`src/rtl/cpu_pkg.sv`:
```
package cpu_pkg;
  localparam int DATA_W   = 8;
  localparam int ADDR_W   = 8;
  localparam int STEP_W   = 3;
  localparam int MAX_STEP = 4;

  localparam logic [7:0] OP_NOP   = 8'h00;
  localparam logic [7:0] OP_LDA   = 8'h01;
  localparam logic [7:0] OP_LDB   = 8'h02;
  localparam logic [7:0] OP_STA   = 8'h03;
  localparam logic [7:0] OP_ADD   = 8'h04;
  localparam logic [7:0] OP_SUB   = 8'h05;
  localparam logic [7:0] OP_MOVRA = 8'h06;
  localparam logic [7:0] OP_JMP   = 8'h07;
  localparam logic [7:0] OP_OUT   = 8'h08;
  localparam logic [7:0] OP_HLT   = 8'hFF;

  typedef struct packed {
    logic pc_out;
    logic pc_inc;
    logic pc_in;
    logic mar_in;
    logic ram_out;
    logic ram_in;
    logic ir_in;
    logic a_out;
    logic a_in;
    logic b_in;
    logic r_out;
    logic alu_ld;
    logic alu_sub;
    logic out_in;
    logic hlt;
    logic last;
  } ctl_t;

  function automatic logic [DATA_W-1:0] alu_f(input logic [DATA_W-1:0] x,
                                               input logic [DATA_W-1:0] y,
                                               input logic sub);
    return sub ? (x - y) : (x + y);
  endfunction

  function automatic logic has_exec(input logic [7:0] op);
    case (op)
      OP_LDA, OP_LDB, OP_STA, OP_ADD, OP_SUB,
      OP_MOVRA, OP_JMP, OP_OUT, OP_HLT: return 1'b1;
      default: return 1'b0;
    endcase
  endfunction

  // Control word for the execute steps (step 2 and above).
  function automatic ctl_t exec_word(input logic [7:0] op,
                                     input logic [STEP_W-1:0] st);
    ctl_t w;
    w = '0;
    case (op)
      OP_LDA, OP_LDB, OP_STA, OP_JMP: begin
        if (st == 3'd2) begin
          w.pc_out = 1'b1;
          w.mar_in = 1'b1;
        end else if (st == 3'd3) begin
          w.ram_out = 1'b1;
          if (op == OP_JMP) begin
            w.pc_in = 1'b1;
            w.last  = 1'b1;
          end else begin
            w.mar_in = 1'b1;
            w.pc_inc = 1'b1;
          end
        end else begin
          w.last = 1'b1;
          if (op == OP_STA) begin
            w.a_out  = 1'b1;
            w.ram_in = 1'b1;
          end else begin
            w.ram_out = 1'b1;
            w.a_in    = (op == OP_LDA);
            w.b_in    = (op == OP_LDB);
          end
        end
      end
      OP_ADD, OP_SUB: begin
        w.alu_ld  = 1'b1;
        w.alu_sub = (op == OP_SUB);
        w.last    = 1'b1;
      end
      OP_MOVRA: begin
        w.r_out = 1'b1;
        w.a_in  = 1'b1;
        w.last  = 1'b1;
      end
      OP_OUT: begin
        w.a_out  = 1'b1;
        w.out_in = 1'b1;
        w.last   = 1'b1;
      end
      OP_HLT: w.hlt = 1'b1;
      default: w.last = 1'b1;
    endcase
    return w;
  endfunction
endpackage

```
`src/rtl/cpu_ram.sv`:
```
module cpu_ram #(
  parameter int AW = 8,
  parameter int DW = 8
) (
  input  logic          clk,
  input  logic          we,
  input  logic [AW-1:0] addr,
  input  logic [DW-1:0] wdata,
  output logic [DW-1:0] rdata
);
  localparam int DEPTH = 1 << AW;

  logic [DW-1:0] mem [DEPTH];

  assign rdata = mem[addr];

  always_ff @(posedge clk) begin
    if (we) mem[addr] <= wdata;
  end
endmodule

```
`src/rtl/cpu_alu.sv`:
```
module cpu_alu import cpu_pkg::*; (
  input  logic [DATA_W-1:0] a,
  input  logic [DATA_W-1:0] b,
  input  logic              sub,
  output logic [DATA_W-1:0] y
);
  assign y = alu_f(a, b, sub);
endmodule

```
`src/rtl/cpu_ctrl.sv`:
```
module cpu_ctrl import cpu_pkg::*; (
  input  logic              clk,
  input  logic              rst,
  input  logic [7:0]        ir,
  input  logic [7:0]        ram_q,
  output ctl_t              ctl,
  output logic [STEP_W-1:0] step,
  output logic              halted
);
  // In step 1 the opcode is still on its way into the instruction
  // register, so the end-of-instruction decision reads the RAM word.
  logic [7:0] op;
  assign op = (step == 3'd1) ? ram_q : ir;

  always_comb begin
    ctl = '0;
    if (!halted) begin
      case (step)
        3'd0: begin
          ctl.pc_out = 1'b1;
          ctl.mar_in = 1'b1;
        end
        3'd1: begin
          ctl.ram_out = 1'b1;
          ctl.ir_in   = 1'b1;
          ctl.pc_inc  = 1'b1;
          ctl.last    = !has_exec(op);
        end
        default: ctl = exec_word(op, step);
      endcase
    end
  end

  always_ff @(posedge clk) begin
    if (rst) begin
      step   <= '0;
      halted <= 1'b0;
    end else if (ctl.hlt) begin
      halted <= 1'b1;
    end else if (ctl.last) begin
      step <= '0;
    end else if (!halted) begin
      step <= step + 1'b1;
    end
  end

  assert_step_bound_R11: assert property (@(posedge clk) disable iff (rst)
    step <= STEP_W'(MAX_STEP));

  assert_halt_sticky_R10: assert property (@(posedge clk) disable iff (rst)
    halted |=> halted);

  assert_fetch_start_R2: assert property (@(posedge clk) disable iff (rst)
    (ctl.last && !halted) |=> (step == '0));
endmodule

```
`src/rtl/acc_cpu.sv`:
```
module acc_cpu import cpu_pkg::*; (
  input  logic              clk,
  input  logic              rst,
  output logic              halted,
  output logic [DATA_W-1:0] out_val
);
  ctl_t              ctl;
  logic [STEP_W-1:0] step;
  logic [ADDR_W-1:0] pc_q, mar_q;
  logic [7:0]        ir_q;
  logic [DATA_W-1:0] a_q, b_q, r_q, out_q;
  logic [DATA_W-1:0] ram_q, alu_y, bus;

  // Internal events brought out for the assertions.
  logic [3:0] bus_drivers;
  logic       alu_event;
  logic       fetch_event;

  assign bus_drivers = {ctl.pc_out, ctl.ram_out, ctl.a_out, ctl.r_out};
  assign alu_event   = ctl.alu_ld;
  assign fetch_event = ctl.ir_in;

  cpu_ctrl u_ctrl (
    .clk    (clk),
    .rst    (rst),
    .ir     (ir_q),
    .ram_q  (ram_q),
    .ctl    (ctl),
    .step   (step),
    .halted (halted)
  );

  cpu_ram #(.AW(ADDR_W), .DW(DATA_W)) u_ram (
    .clk   (clk),
    .we    (ctl.ram_in),
    .addr  (mar_q),
    .wdata (bus),
    .rdata (ram_q)
  );

  cpu_alu u_alu (
    .a   (a_q),
    .b   (b_q),
    .sub (ctl.alu_sub),
    .y   (alu_y)
  );

  always_comb begin
    bus = '0;
    if (ctl.pc_out)  bus = DATA_W'(pc_q);
    if (ctl.ram_out) bus = ram_q;
    if (ctl.a_out)   bus = a_q;
    if (ctl.r_out)   bus = r_q;
  end

  always_ff @(posedge clk) begin
    if (rst) begin
      pc_q  <= '0;
      mar_q <= '0;
      ir_q  <= '0;
      a_q   <= '0;
      b_q   <= '0;
      r_q   <= '0;
      out_q <= '0;
    end else begin
      if (ctl.pc_in)       pc_q <= ADDR_W'(bus);
      else if (ctl.pc_inc) pc_q <= pc_q + 1'b1;
      if (ctl.mar_in) mar_q <= ADDR_W'(bus);
      if (ctl.ir_in)  ir_q  <= bus;
      if (ctl.a_in)   a_q   <= bus;
      if (ctl.b_in)   b_q   <= bus;
      if (ctl.alu_ld) r_q   <= alu_y;
      if (ctl.out_in) out_q <= bus;
    end
  end

  assign out_val = out_q;

  assert_one_driver_R11: assert property (@(posedge clk) disable iff (rst)
    $onehot0(bus_drivers));

  assert_acc_kept_R5: assert property (@(posedge clk) disable iff (rst)
    alu_event |=> $stable(a_q));

  assert_pc_advance_R2: assert property (@(posedge clk) disable iff (rst)
    fetch_event |=> (pc_q == $past(pc_q) + 1'b1));

  assert_out_frozen_R10: assert property (@(posedge clk) disable iff (rst)
    halted |=> $stable(out_val));
endmodule

```
`config.mk`:
```
export PLATFORM = sky130hd
export DESIGN_NAME = acc_cpu
export DESIGN_NICKNAME = d
export VERILOG_FILES = /design/src/rtl/cpu_pkg.sv /design/src/rtl/cpu_ram.sv /design/src/rtl/cpu_alu.sv /design/src/rtl/cpu_ctrl.sv /design/src/rtl/acc_cpu.sv
export SDC_FILE = /design/constraint.sdc
export NUM_CORES = 2
export LEC_CHECK = 0
export CORE_ASPECT_RATIO = 0.9
export CORE_UTILIZATION = 33
export DETAILED_ROUTE_END_ITERATION = 10
export MAX_ROUTING_LAYER = met4
export SETUP_SLACK_MARGIN = 0.15
export SLEW_MARGIN = 10
export SYNTH_ARGS = -nofsm -noshare
export SYNTH_HDL_FRONTEND = slang
export SYNTH_SLANG_ARGS = --single-unit
```
`constraint.sdc`:
```
create_clock -name clk -period 16.2 [get_ports clk]
set_input_delay 3.24 -clock clk [delete_from_list [all_inputs] [get_ports clk]]
set_output_delay 3.24 -clock clk [all_outputs]
set_load 0.005 [all_outputs]
```
==> results <==
- The library cell used most frequently in the layout, excluding fill and tap cells, is edfxtp_1.
- The final setup violation count is 0.
- TritonCTS built the clock tree.
- The number of input and output port buffers inserted is 10.
- The total area inside the core boundary comes to 251000 um^2.
- The number of cell rows is 174.
- Yosys mapped the design onto 92 distinct sky130hd cell types.
- The post-synthesis cell type with the largest combined area is edfxtp_1.
- The share of the core filled with cells is 37.2%.
- The clock tree synthesis step divided the H-tree into 4 levels.
- For this run, design rule violations remaining after detail routing come to 0.
- The share of total power in combinational logic is 24.9%.
- The overall power is 15.6 mW.
- In the layout the commonest cells are edfxtp_1, mux4_2, nor2_1.
- The cell type with the highest occurrence count on the critical path is buf_4.
- The power density of the placed cells is 168 nW/um^2.
- The congestion estimate from routability-driven global placement came to 0.843.
- The final hold violation count is 0.
- Net switching is 31.5% of the power.
- The first global-routing pass estimated 312 mm of wire.
- The clock sink total is 2116.
- The clock tree buffer depth is 4.
- The family with the most delay on the worst path is buffers and inverters.
- The achievable clock frequency is 0.106 GHz.
- The share of the cycle needed by the critical path after routing is 58.2%.
- The number of antenna violations at the first check in global routing is 7.
- The post-synthesis area per instance is 19.3 um^2.
- For this run, the register share of the synthesized area comes to 75.2%.
- Counting both buffers and inverters, the worst setup path holds a total of 4.
- The placed cell area is 87200 um^2.
- The multi-input gate area in the final layout is 19200 um^2.
- The via count of the first global-routing pass is 42200.
- Walking the worst path, the cells encountered are buf_4, buf_4, mux4_2, nor2b_1, a211oi_1, a311oi_1, nor4_1, nor4b_1, mux2_2, nor4b_4, a41oi_4, nor4b_1, o21ai_1, inv_8, buf_4.
- The cell area that synthesis handed to floorplanning was 83500 um^2.
- The number of hold-repair buffers added at the cts stage is 0.
- The sequential power share is 46.2%.
- The number of standard cells in the layout, taps in and fillers out is 7882.
- The width of the die is 532 um.
- The total routed wirelength is 218 mm.
- In the routed layout, each cell is associated on average with a via count of 5.40.
- Between clock sinks in the finished design, the worst skew comes to 0.0644 ns.
- The headroom to the max-slew limit is 10.9%.
- Setup repair after global routing left no endpoint under its margin.
- Counting flops and latches in the post-synthesis netlist gives 2116.
- The worst setup path is of the reg2reg kind.
- The min-delay analysis places its worst path in the category reg2reg.
- After synthesis, the share of flip-flops with an asynchronous set or reset is 0%.
- The number of iterations in the first detailed-routing pass is 6.
- Once the clock tree was built, the resizer swapped 0 gates to a different size.
- Clock latency on the worst-skew pair, taken at its later pin, is 0.85 ns.
- In this run the remaining antenna-violating nets after routing total 0.
- In the global route stage, overall resource usage came out at 17.3%.
- The number of CTS-inserted buffers is 197.
- Detailed placement finished with a half-perimeter wire length of 131 mm.
- The run finished with clean final reports.
- The critical path arrival is 9.89 ns.
- The smallest clock period supported by the final layout is computed as 9.42 ns.
- The transition at the pin with the smallest max-transition slack is 1.33 ns.
- The total number of yosys warnings is 0.
- The initial utilization of the core area, before any placement, comes to 33.3%.
- From synthesis to final layout, the design area changed by 11.7%.
- After synthesis, the cell types taking the most area are edfxtp_1, mux4_2, mux2i_1, dfxtp_1, nor2_1.
- The internal power summed over all cells is 10.7 mW.
- In this run the post-CTS setup repair buffer count came out at 0.
- On the worst path, the slowest cell contributes a delay of 1.02 ns.
- The final layout contains 4403 nets.
- Clock-pin slew was measured on the worst setup and hold paths at 0.06 ns.
- The clock group share of total power is 28.9%.
- After routing the design area is 93300 um^2.
- The number of enable-type register cells in the synthesized netlist is 2048.
- The reported leakage power is 28.0 nW.
- In this run the clock root is driven by a clkbuf_16.
- The number of pins exceeding their max-slew limit in the final report is 0.
- Along the worst path, the maximum fanout reaches 162.
- The largest individual stage delay along the critical path comes from the cell dfxtp_4.
- Summing over every cut layer, the via total after detailed routing is 42600.
- The synthesized netlist cell count is 4335.
- The worst setup path is launched from a flop.
- The final setup TNS is 0 ns.
- The area enclosed by the die boundary is 255000 um^2.
- Across the VDD grid, the largest voltage drop is 0.138 mV.
- The die is 479 um tall.
- The max-capacitance violation count is 0.
- The number of placed cells counting well taps is 7531.
- After filler insertion, the fill cell instance count of the layout stands at 22900.
- The net count after synthesis is 4352.
- In the synthesized netlist the dominant register cell turns out to be edfxtp_1.
- The area share of the leading cell type in the synthesized netlist is 73.6%.
- The pin count of the biggest net entering global routing is 163.
- The ratio of cells with drive above 1 in the final layout is 17.8%.
- The count of pins on the block boundary is 11.
- The total overflow left after global routing is 0.
- The net load switching power is 4.93 mW.
- The worst path required time is 16.67 ns.
- STA classifies the critical path endpoint as a flop.
- The violation count after the first detailed-routing iteration is 5018.
- Registers take 62900 um^2.
- In the final routed layout, each cell accounts on average for 27.7 um.
-- stage by stage --
stage	setup slack [ns]	hold WS, ns
2_1_floorplan	5.41	0.434
3_3_place_gp	6.90	0.446
3_5_place_dp	6.89	0.447
4_1_cts	6.85	0.463
5_1_grt	6.40	0.486
6_report	6.78	0.461
-- cells by family after synthesis --
family / after synthesis / synth area share [%]
DFF: 2116 / 75.2
and+or+nand+nor: 738 / 4.05
muxes: 717 / 14.3
AOI/OAI and AO/OA: 463 / 4.03
buffers and inverters: 270 / 1.93
adders and majority gates: 16 / 0.246
xor gates and xnor gates: 15 / 0.157
-- Yosys cell counts, types with 6 or more instances --
library cell	count
o211ai_1	6
or3_1	7
dfxtp_1	68
nand2b_1	18
nor4b_1	6
nor3_1	29
a22oi_1	147
a311oi_1	13
o21ai_0	36
nand4_1	20
clkbuf_1	89
buf_1	7
edfxtp_1	2048
xor2_1	6
buf_4	61
a211oi_1	37
a22o_1	19
a21oi_1	76
buf_2	52
mux4_2	381
nand2_1	133
mux2_2	16
nor2_1	362
a31oi_1	17
a21o_1	12
and3_1	10
nor2b_1	29
ha_1	14
inv_1	20
nor4_1	12
mux2i_1	319
xnor2_1	9
buf_6	35
a221oi_1	20
o22ai_1	28
nand3_1	66
and2_1	12
-- state kept, by name, indices dropped and copies added (netlist names), 3 cells and up, named ones only --
signal       flops
out_val          8
a_q              8
r_q              8
pc_q             8
mar_q            8
ir_q             8
u_ctrl.step      3
u_ram.mem     2048
b_q              8
-- routing by layer --
metal	global-route usage, %	up-vias	share of wire (%)
met5	-	-	0
met4	3.42	0	1.9
met3	3.23	296	8.6
met2	26.0	1786	46
met1	24.5	22700	43
li1	-	17800	-
-- power by group through the flow --
stage / logic (mW) / registers [mW] / clock network, mW
floorplan: 2.43 / 7.54 / 0
global placement: 3.84 / 7.33 / 0
detailed placement: 3.91 / 7.33 / 0
CTS: 3.91 / 7.21 / 4.57
global route: 4.13 / 7.22 / 4.78
finish: 3.90 / 7.22 / 4.52
-- worst register-to-register path: stages, from the launching register on --
cell and delay, ns:
dfxtp_4 1.02, buf_4 0.66, buf_4 0.82, mux4_2 0.46, nor2b_1 0.14, a211oi_1 0.26, a311oi_1 0.17, nor4_1 0.97
nor4b_1 0.36, mux2_2 0.44, nor4b_4 0.78, a41oi_4 0.27, nor4b_1 0.42, o21ai_1 0.35, inv_8 0.77, buf_4 1.07
-- final timing paths --
kind                         from                     endpoint  slack (ns)  cells after the start
min reg2reg  ir_q[4]$_SDFFE_PP0P_         ir_q[4]$_SDFFE_PP0P_        0.46                      2
max reg2reg                  flop  u_ram.mem[170][2]$_DFFE_PP_        6.78                     15
max                          flop  u_ram.mem[170][2]$_DFFE_PP_        6.78                     15
min          ir_q[4]$_SDFFE_PP0P_         ir_q[4]$_SDFFE_PP0P_        0.46                      2
-- layout make-up --
cell class              count  share of cell area (%)
flip-flops and latches   2116                    67.4
clock inverters            98                   0.904
repair buffers            100                   0.884
clock buffers             251                    5.64
multi-input cells        1949                    20.6
diodes                      2                 0.00536
inverters                  22                  0.0966
well taps                3344                    4.48
Power figures use the tool's default switching activity.
